[src/rtl/ioroute_pkg.sv]
package ioroute_pkg;

    typedef struct packed {
        logic [7:0] dest;
        logic       mask;
        logic       trig;
        logic       dmode;
        logic [2:0] dlv;
        logic [7:0] vec;
    } rte_t;

    localparam rte_t RTE_RESET = '{dest: 8'h00, mask: 1'b1, trig: 1'b0,
                                   dmode: 1'b0, dlv: 3'd0, vec: 8'h00};

    localparam logic [7:0] IDX_ID  = 8'h00;
    localparam logic [7:0] IDX_VER = 8'h01;
    localparam logic [7:0] IDX_ARB = 8'h02;
    localparam int unsigned IDX_TBL = 16;

    typedef enum logic {S_IDLE, S_RESP} rd_state_t;

    function automatic logic [31:0] lo_word(rte_t e, logic irr);
        return {15'b0, e.mask, e.trig, irr, 2'b0, e.dmode, e.dlv, e.vec};
    endfunction

    function automatic logic [31:0] hi_word(rte_t e);
        return {e.dest, 24'b0};
    endfunction

endpackage

[src/rtl/ioroute_entry.sv]
module ioroute_entry
    import ioroute_pkg::*;
#(
    parameter int unsigned IDX_LO = 16
) (
    input  logic       clk,
    input  logic       rst_n,
    input  logic       win_we,
    input  logic [7:0] idx,
    input  rte_t       wr_val,
    output rte_t       q
);
    localparam logic [7:0] IDX_HI_C = 8'(IDX_LO + 1);
    localparam logic [7:0] IDX_LO_C = 8'(IDX_LO);

    logic we_lo, we_hi;
    assign we_lo = win_we && (idx == IDX_LO_C);
    assign we_hi = win_we && (idx == IDX_HI_C);

    always_ff @(posedge clk or negedge rst_n) begin
        if (!rst_n) begin
            q <= RTE_RESET;
        end else if (we_lo) begin
            q.vec   <= wr_val.vec;
            q.dlv   <= wr_val.dlv;
            q.dmode <= wr_val.dmode;
            q.trig  <= wr_val.trig;
            q.mask  <= wr_val.mask;
        end else if (we_hi) begin
            q.dest  <= wr_val.dest;
        end
    end

    // an entry only moves when one of its own two indices is written
    p_entry_hold_r9: assert property (@(posedge clk) disable iff (!rst_n)
        !(win_we && (idx == IDX_LO_C || idx == IDX_HI_C)) |=> $stable(q));

endmodule

[src/rtl/ioroute_rdmux.sv]
module ioroute_rdmux
    import ioroute_pkg::*;
#(
    parameter int unsigned N_ENT    = 24,
    parameter int unsigned ID_W     = 4,
    parameter logic [7:0]  VER_CODE = 8'h11
) (
    input  logic [7:0]       idx,
    input  rte_t             tbl [N_ENT],
    input  logic [N_ENT-1:0] irr,
    input  logic [ID_W-1:0]  id_val,
    input  logic [ID_W-1:0]  arb_val,
    output logic [31:0]      rd_word
);
    localparam logic [31:0] VER_WORD = {8'h00, 8'(N_ENT - 1), 8'h00, VER_CODE};

    always_comb begin
        rd_word = '0;
        if (idx == IDX_ID) begin
            rd_word[24 +: ID_W] = id_val;
        end else if (idx == IDX_VER) begin
            rd_word = VER_WORD;
        end else if (idx == IDX_ARB) begin
            rd_word[24 +: ID_W] = arb_val;
        end else begin
            for (int k = 0; k < int'(N_ENT); k++) begin
                if (idx == 8'(IDX_TBL + 2 * k))
                    rd_word = lo_word(tbl[k], irr[k]);
                else if (idx == 8'(IDX_TBL + 2 * k + 1))
                    rd_word = hi_word(tbl[k]);
            end
        end
    end

endmodule

[src/rtl/ioroute_regfile.sv]
module ioroute_regfile
    import ioroute_pkg::*;
#(
    parameter int unsigned N_ENT    = 24,
    parameter int unsigned ID_W     = 4,
    parameter logic [7:0]  VER_CODE = 8'h11
) (
    input  logic               clk,
    input  logic               rst_n,
    input  logic               bus_sel,
    input  logic               bus_wr,
    input  logic               bus_rd,
    input  logic [31:0]        bus_wdata,
    output logic [31:0]        bus_rdata,
    output logic               bus_rvalid,
    input  logic [N_ENT-1:0]   remote_irr,
    output logic [ID_W-1:0]    arb_id,
    output logic [N_ENT*8-1:0] ent_vector,
    output logic [N_ENT*3-1:0] ent_dlv,
    output logic [N_ENT-1:0]   ent_dmode,
    output logic [N_ENT-1:0]   ent_trig,
    output logic [N_ENT-1:0]   ent_mask,
    output logic [N_ENT*8-1:0] ent_dest
);
    rd_state_t   state, state_nxt;
    logic [7:0]  idx_q;
    logic [ID_W-1:0] id_q, arb_q;
    logic        win_we, idx_we, id_we, rd_go;
    logic [31:0] win_word;
    rte_t        wr_val;
    rte_t        tbl [N_ENT];
    logic        wdata_unused;

    assign idx_we = bus_wr && !bus_sel;
    assign win_we = bus_wr && bus_sel;
    assign id_we  = win_we && (idx_q == IDX_ID);
    assign rd_go  = bus_rd && !bus_wr;

    assign wr_val = '{dest: bus_wdata[31:24], mask: bus_wdata[16],
                      trig: bus_wdata[15], dmode: bus_wdata[11],
                      dlv: bus_wdata[10:8], vec: bus_wdata[7:0]};
    assign wdata_unused = ^{bus_wdata[23:17], bus_wdata[14:12]};

    // index, identification and arbitration registers
    always_ff @(posedge clk or negedge rst_n) begin
        if (!rst_n) begin
            idx_q <= '0;
            id_q  <= '0;
            arb_q <= '0;
        end else begin
            if (idx_we) idx_q <= bus_wdata[7:0];
            if (id_we) begin
                id_q  <= bus_wdata[24 +: ID_W];
                arb_q <= bus_wdata[24 +: ID_W];
            end
        end
    end

    // routing table
    for (genvar g = 0; g < int'(N_ENT); g++) begin : g_ent
        ioroute_entry #(.IDX_LO(IDX_TBL + 2 * g)) u_ent (
            .clk    (clk),
            .rst_n  (rst_n),
            .win_we (win_we),
            .idx    (idx_q),
            .wr_val (wr_val),
            .q      (tbl[g])
        );
        assign ent_vector[g*8 +: 8] = tbl[g].vec;
        assign ent_dlv[g*3 +: 3]    = tbl[g].dlv;
        assign ent_dmode[g]         = tbl[g].dmode;
        assign ent_trig[g]          = tbl[g].trig;
        assign ent_mask[g]          = tbl[g].mask;
        assign ent_dest[g*8 +: 8]   = tbl[g].dest;
    end

    ioroute_rdmux #(.N_ENT(N_ENT), .ID_W(ID_W), .VER_CODE(VER_CODE)) u_rdmux (
        .idx     (idx_q),
        .tbl     (tbl),
        .irr     (remote_irr),
        .id_val  (id_q),
        .arb_val (arb_q),
        .rd_word (win_word)
    );

    // read response state machine: state register
    always_ff @(posedge clk or negedge rst_n) begin
        if (!rst_n) state <= S_IDLE;
        else        state <= state_nxt;
    end

    always_comb begin
        state_nxt = state;
        unique case (state)
            S_IDLE: state_nxt = rd_go ? S_RESP : S_IDLE;   // accept
            S_RESP: state_nxt = rd_go ? S_RESP : S_IDLE;   // back-to-back / retire
            default: state_nxt = S_IDLE;
        endcase
    end

    // outputs
    always_ff @(posedge clk or negedge rst_n) begin
        if (!rst_n)     bus_rdata <= '0;
        else if (rd_go) bus_rdata <= bus_sel ? win_word : {24'b0, idx_q};
    end

    assign bus_rvalid = (state == S_RESP);
    assign arb_id     = arb_q;

    p_resp_after_read_r10: assert property (@(posedge clk) disable iff (!rst_n)
        rd_go |=> bus_rvalid);
    p_no_spurious_resp_r10: assert property (@(posedge clk) disable iff (!rst_n)
        !rd_go |=> !bus_rvalid);
    p_arb_load_r4: assert property (@(posedge clk) disable iff (!rst_n)
        id_we |=> (arb_id == $past(bus_wdata[24 +: ID_W])));
    p_arb_hold_r4: assert property (@(posedge clk) disable iff (!rst_n)
        !id_we |=> $stable(arb_id));

endmodule

[config.mk]
export PLATFORM = sky130hd
export DESIGN_NAME = ioroute_regfile
export DESIGN_NICKNAME = d
export VERILOG_FILES = /design/src/rtl/ioroute_pkg.sv /design/src/rtl/ioroute_entry.sv /design/src/rtl/ioroute_rdmux.sv /design/src/rtl/ioroute_regfile.sv
export SDC_FILE = /design/constraint.sdc
export NUM_CORES = 1
export LEC_CHECK = 0
export BUFFER_PORTS_ARGS = -buffer_cell sky130_fd_sc_hd__buf_2
export CAP_MARGIN = 40
export CELL_PAD_IN_SITES_DETAIL_PLACEMENT = 1
export CELL_PAD_IN_SITES_GLOBAL_PLACEMENT = 2
export CORE_MARGIN = 4
export CORE_UTILIZATION = 25
export CTS_CLUSTER_DIAMETER = 200
export DETAILED_ROUTE_END_ITERATION = 7
export GPL_ROUTABILITY_DRIVEN = 0
export PLACE_DENSITY = 0.63
export SLEW_MARGIN = 15
export SYNTH_ARGS = -nofsm -noshare
export SYNTH_HDL_FRONTEND = slang
export SYNTH_SLANG_ARGS = --single-unit
[constraint.sdc]
create_clock -name clk -period 4.78 [get_ports clk]
set_clock_uncertainty 0.05 [all_clocks]
set_input_delay 0 -clock clk [delete_from_list [all_inputs] [get_ports clk]]
set_output_delay 0 -clock clk [all_outputs]
set_load 0.03 [all_outputs]
# After elaboration in Yosys (flattened, before gate mapping)
# Index checks and enable logic that the tools add are counted.
# classes
n_eq_ne,50
n_reduce_logical,79
n_div,0
add_sub_neg,0
mul,0
bitwise,24
n_mux,57
n_shift,0
magnitude_cmp,0
# op_table
op,count
32-bit 2-to-1 mux,50
8-bit by 6-bit == test with 1-bit output (second input constant),32
8-bit by 5-bit == test with 1-bit output (second input constant),16
1-bit logical AND,52
24-bit 2-to-1 mux,2
2-bit AND reduction,24
1-bit NOT,24
4-bit 2-to-1 mux,4
8-bit by 1-bit == test with 1-bit output (second input constant),1
8-bit by 2-bit == test with 1-bit output (second input constant),1
8-bit logical NOT,1
1-bit logical NOT,2
1-bit 2-to-1 mux,1
# totals
regBits,573
rom_bits,0
n_memories,0
out_inout_bits,565
latch_bits,0
wordCells,358
mem_bits_rw,0

# Logic depth before layout (Yosys ltp)
# depth
word_depth,53
ltp_mapped,11
depth_no_buf,7

# By module
# Synthesis repeated with hierarchy kept, for this count alone.
# hier_totals
hier_cells,2067
hier_area_um2,28646.2
# by_module_without_submodules
mod,seq_area_each_um2,area_per_inst_um2,cells_each,n_inst
ioroute_entry (g_ent[10].u_ent ...),551.8,935.9,50,7
ioroute_entry (g_ent[11].u_ent ...),551.8,898.4,50,6
ioroute_rdmux,0.0,4864.7,695,1
ioroute_entry (g_ent[15].u_ent ...),551.8,895.9,50,5
ioroute_entry (g_ent[14].u_ent ...),551.8,920.9,50,3
ioroute_entry (g_ent[0].u_ent ...),551.8,934.6,50,2
ioroute_regfile,1126.1,1835.5,172,1
ioroute_entry (g_ent[23].u_ent),551.8,893.4,50,1

# Worst setup path after synthesis
# Ideal clock, no wire load.
# synth_path
path_type,reg2reg
startpoint,register idx_q[5]
endpoint,register g_ent[0].u_ent.q[10] (netlist bit)
arrival_time_ps,2072
stages_incl_launch_ff,8
period_less_slack_ps,2249
setup_time_ps,128
n_path_buf,3
path_slack_ps,2531
path_cell_list,dfrtp_1 -> buf_6 -> nor4b_4 -> nand3_2 -> buf_4 -> nor2_4 -> buf_6 -> mux2_1
# synth_via
elab_chain_len,2
# synth_rtl
item,line,source
"start, declared",ioroute_regfile.sv:26,logic [7:0] idx_q;
"start signal, assigned",ioroute_regfile.sv:51,if (idx_we) idx_q <= bus_wdata[7:0];
8-bit by 5-bit == test with 1-bit output,ioroute_entry.sv:17,assign we_lo = win_we && (idx == IDX_LO_C);
1-bit logical AND,ioroute_entry.sv:17,
"end, declared",ioroute_entry.sv:11,output rte_t q
# No other way between the ends.
# A chain may end at the register's enable or synchronous reset.

# Worst setup path in the final report
# layout_path
startpoint,register idx_q[4]
endpoint,register bus_rdata[14]
# layout_via
elab_chain_len,52
word_cells_on_any_way,101
classes_between,eq/ne: 49; mux: 51; reduce/logical: 1
# layout_rtl
item,line,source
8-bit by 5-bit == test with 1-bit output,ioroute_rdmux.sv:27,if (idx == 8'(IDX_TBL + 2 * k))
32-bit 2-to-1 mux,ioroute_rdmux.sv:27,
32-bit 2-to-1 mux,ioroute_rdmux.sv:29,else if (idx == 8'(IDX_TBL + 2 * k + 1))
32-bit 2-to-1 mux,ioroute_rdmux.sv:27,
32-bit 2-to-1 mux,ioroute_rdmux.sv:29,
32-bit 2-to-1 mux,ioroute_rdmux.sv:27,
32-bit 2-to-1 mux,ioroute_rdmux.sv:29,
32-bit 2-to-1 mux,ioroute_rdmux.sv:27,
[... 36 more ...],n/a,
32-bit 2-to-1 mux,ioroute_rdmux.sv:29,
32-bit 2-to-1 mux,ioroute_rdmux.sv:27,
32-bit 2-to-1 mux,ioroute_rdmux.sv:29,
32-bit 2-to-1 mux,ioroute_rdmux.sv:27,
24-bit 2-to-1 mux,ioroute_rdmux.sv:23,end else if (idx == IDX_ARB) begin
32-bit 2-to-1 mux,ioroute_rdmux.sv:21,end else if (idx == IDX_VER) begin
24-bit 2-to-1 mux (*),ioroute_rdmux.sv:19,if (idx == IDX_ID) begin
32-bit 2-to-1 mux (*),ioroute_regfile.sv:104,"else if (rd_go) bus_rdata <= bus_sel ? win_word : {24'b0, idx_q};"
"end signal, assigned",ioroute_regfile.sv:104,
"end, declared",ioroute_regfile.sv:14,"output logic [31:0] bus_rdata,"
# Mark *: on every way between the ends. The rest lies on a longest branch, timed or not.

==> impl_metrics.env <==
export IMPL_p_sw_mw=4.53
export IMPL_rows=119
export IMPL_ioPinCount=626
export IMPL_path_cells="or4b_1, nor2_2, nand2_1, o211ai_1, dlygate4sd3_1, nor2_1, dlygate4sd3_1, a32oi_1, dlygate4sd3_1"
export IMPL_fmax_mhz=216
export IMPL_hold_class="in -> async"
export IMPL_dpl_worst_slack_ps=1210
export IMPL_crit_type="reg -> reg"
export IMPL_cts_tree="built"
export IMPL_wl_per_cell_um=34.6
export IMPL_final_fill_count=11600
export IMPL_final_common_cell="buf_2"
export IMPL_cp_max_fo=22
export IMPL_synthTopCellsByArea="dfrtp_1 51%, mux2_2 22%, a22oi_1 3.4%, mux2i_1 3.1%, dfstp_2 2.4%"
export IMPL_yosysTopAreaCell="dfrtp_1"
export IMPL_n_antenna_cell=0
export IMPL_rr_worst_depth=9
export IMPL_synthCells=2048
export IMPL_p_sw_share_pct=33.4
export IMPL_avgSynthCellArea_um2=12.9
export IMPL_power_frac_comb_pct=19.3
export IMPL_fin_tns_setup_ps=0
export IMPL_endpoint="bus_rdata[14]"
export IMPL_antenna_found_initial=4
export IMPL_synth_seq_cells=565
export IMPL_synthFlopType="dfrtp_1"
export IMPL_portBuffers=609
export IMPL_track_usage_pct=24.8
export IMPL_fin_nets=2747
export IMPL_core_area_um2=105000
export IMPL_route_detailed_drc=0
export IMPL_synth_cell_area_um2=26500
export IMPL_area_growth_pct=28.5
export IMPL_crit_path_start="idx_q[4]"
export IMPL_dr_total_vias=21700
export IMPL_arrival_ps=5140
export IMPL_finalHoldViolCount=0
export IMPL_dp_cells=3968
export IMPL_first_iter_violations=1511
export IMPL_viasPerCell=5.25
export IMPL_fin_util_pct=32.4
export IMPL_htree_levels=3
export IMPL_critPathRequiredTime_ps=5300
export IMPL_cts_buffers=72
export IMPL_rr_endpoint="bus_rdata[14]"
export IMPL_setup_violations=0
export IMPL_finalNonFillerCells=4129
export IMPL_maxSlewHeadroom_pct=38.7
export IMPL_rsz0062_at_grt="false"
export IMPL_ff2ff_setup_slack_ps=150
export IMPL_cts_sinks=565
export IMPL_post_route_period_util_pct=96.8
export IMPL_drv_slew=0
export IMPL_design_area_um2=34100
export IMPL_grt_max_degree=124
export IMPL_finalCriticalPeriod_ps=4630
export IMPL_clk_path_buf_depth=3
export IMPL_crit_slowest_cell="or4b_1"
export IMPL_intPower_mw=9.03
export IMPL_worst_slew_pin_slew_ps=917
export IMPL_drtPass1Iterations=5
export IMPL_start_util_pct=25.2
export IMPL_ys_warn_count=0
export IMPL_clkTransAtPathRegs_ps=60
export IMPL_p_clk_share_pct=40.0
export IMPL_routed_wl_mm=143
export IMPL_ys_seq_area_share_pct=53.4
export IMPL_drive_gt1_share_pct=53.1
export IMPL_clock_latency_ps=650
export IMPL_layout_setup_ws_ps=154
export IMPL_grt_overflow=0
export IMPL_cts_setup_buffers=0
export IMPL_grt_pass1_vias=23000
export IMPL_final_cell_mix="608 x buf_2, 535 x dfrtp_1, 528 x mux2_2, 121 x a22oi_1"
export IMPL_dpl_cell_area_um2=31400
export IMPL_fp_dieArea_um2=111000
export IMPL_start_kind="flop"
export IMPL_peakVddDrop_mv=0.216
export IMPL_dieWidth_um=334
export IMPL_rr_startpoint="idx_q[4]"
export IMPL_cp_end_kind="flop"
export IMPL_ant_nets=0
export IMPL_die_y_um=334
export IMPL_cts_root_buf="clkbuf_16"
export IMPL_p_per_area_nw_per_um2=398
export IMPL_synth_top_cell_area_share_pct=51.0
export IMPL_ys_async_sr_fraction_pct=100
export IMPL_ys_types=76
export IMPL_grt_pass1_wl_mm=195
export IMPL_cp_common_cell="dlygate4sd3_1"
export IMPL_status="complete, no violations"
export IMPL_max_stage_delay_ps=780
export IMPL_leakage_nw=16.9
export IMPL_pwr_share_seq_pct=40.7
export IMPL_max_cap_viol_count=0
export IMPL_place_hpwl_mm=105
export IMPL_synth_edf_count=0
[flip-flops by register name, summed over array words and instances (netlist names)]
register,flops
idx_q,8
bus_rvalid,1
bus_rdata,24
g_ent.u_ent.q,528
arb_id,4
[power by group through the flow]
stage	clock, mW	combinational, mW	sequential [mW]
5_1_grt	5.75	2.72	5.55
2_1_floorplan	0	0.845	6.03
4_1_cts	5.56	2.63	5.51
6_report	5.42	2.62	5.51
3_5_place_dp	0	2.60	5.59
3_3_place_gp	0	2.56	5.56
[Yosys cell counts, drive strengths merged (5+ instances only)]
master  instances
o221ai         16
mux4            5
a22oi         121
clkbuf         89
o211ai         17
nor3b           6
a21oi          49
o22ai          22
a32oi          19
nor2b          11
nor2          102
o31ai           7
a221o           6
buf            84
dfstp          24
or2             7
nand2          81
dfrtp         541
mux2i          81
a221oi         11
o21ai          38
nand3          23
nand2b          6
a22o           10
mux2          548
a31oi           9
nor3           24
nor4            9
o32ai          13
and2            5
[worst min-delay path by stage]
stage             startpoint                    end  slack, ps
3_5_place_dp           rst_n  g_ent[14].u_ent.q[17]         50
2_1_floorplan          rst_n              arb_id[0]       -350
3_3_place_gp           rst_n  g_ent[15].u_ent.q[17]         30
5_1_grt        bus_wdata[31]  g_ent[20].u_ent.q[21]         20
6_report               rst_n  g_ent[15].u_ent.q[16]         30
4_1_cts               bus_wr             bus_rvalid          4
[critical path: cells and delay by family (launching register included)]
kind / cells / cell delay (ps)
flops: 1 / 650
buf+inv: 3 / 1690
simple gates: 4 / 1740
compound gates: 2 / 410
[cell families (layout without fill, tap and decap cells)]
| kind of cell | Yosys count | in the layout | synth area share (%) |
|---|---|---|---|
| mux | 634 | 634 | 26.8 |
| simple gates | 303 | 303 | 6.58 |
| compound gates | 367 | 367 | 9.97 |
| buf+inv | 178 | 863 | 3.26 |
| flops | 565 | 565 | 53.4 |
| other cells | 1 | 6 | 0.0141 |
[through the flow]
stage | hold slack, ps | power, mW
2_1_floorplan | -346 | 6.88
5_1_grt | 21.8 | 14.0
3_3_place_gp | 29.9 | 8.12
6_report | 30.5 | 13.6
3_5_place_dp | 46.8 | 8.19
4_1_cts | 4.41 | 13.7
[area by class of cell]
| class | count | area, µm² | share of cell area [%] |
|---|---|---|---|
| tap | 1391 | 1740 | 5.11 |
| multi-input combinational | 1310 | 11600 | 34.0 |
| timing repair buffer | 732 | 4230 | 12.4 |
| inverter | 5 | 18.8 | 0.0551 |
| sequential | 565 | 14200 | 41.6 |
| clock buffer | 103 | 2060 | 6.04 |
| clock inverter | 23 | 256 | 0.752 |
[routing by layer]
| metal | wire [µm] | track usage (%) | up-vias |
|---|---|---|---|
| met3 | 10300 | 6.39 | 237 |
| met5 | 46 | 0 | - |
| met2 | 67300 | 40.4 | 864 |
| li1 | - | - | 8944 |
| met1 | 58400 | 30.9 | 11600 |
| met4 | 6920 | 11.2 | 6 |
[what timing repair did]
action	CTS	global route
gates resized for setup	0	1
hold endpoints to repair	592	0
hold buffers	35	0
setup endpoints to repair	0	1
(Power assumes the default switching activity.)
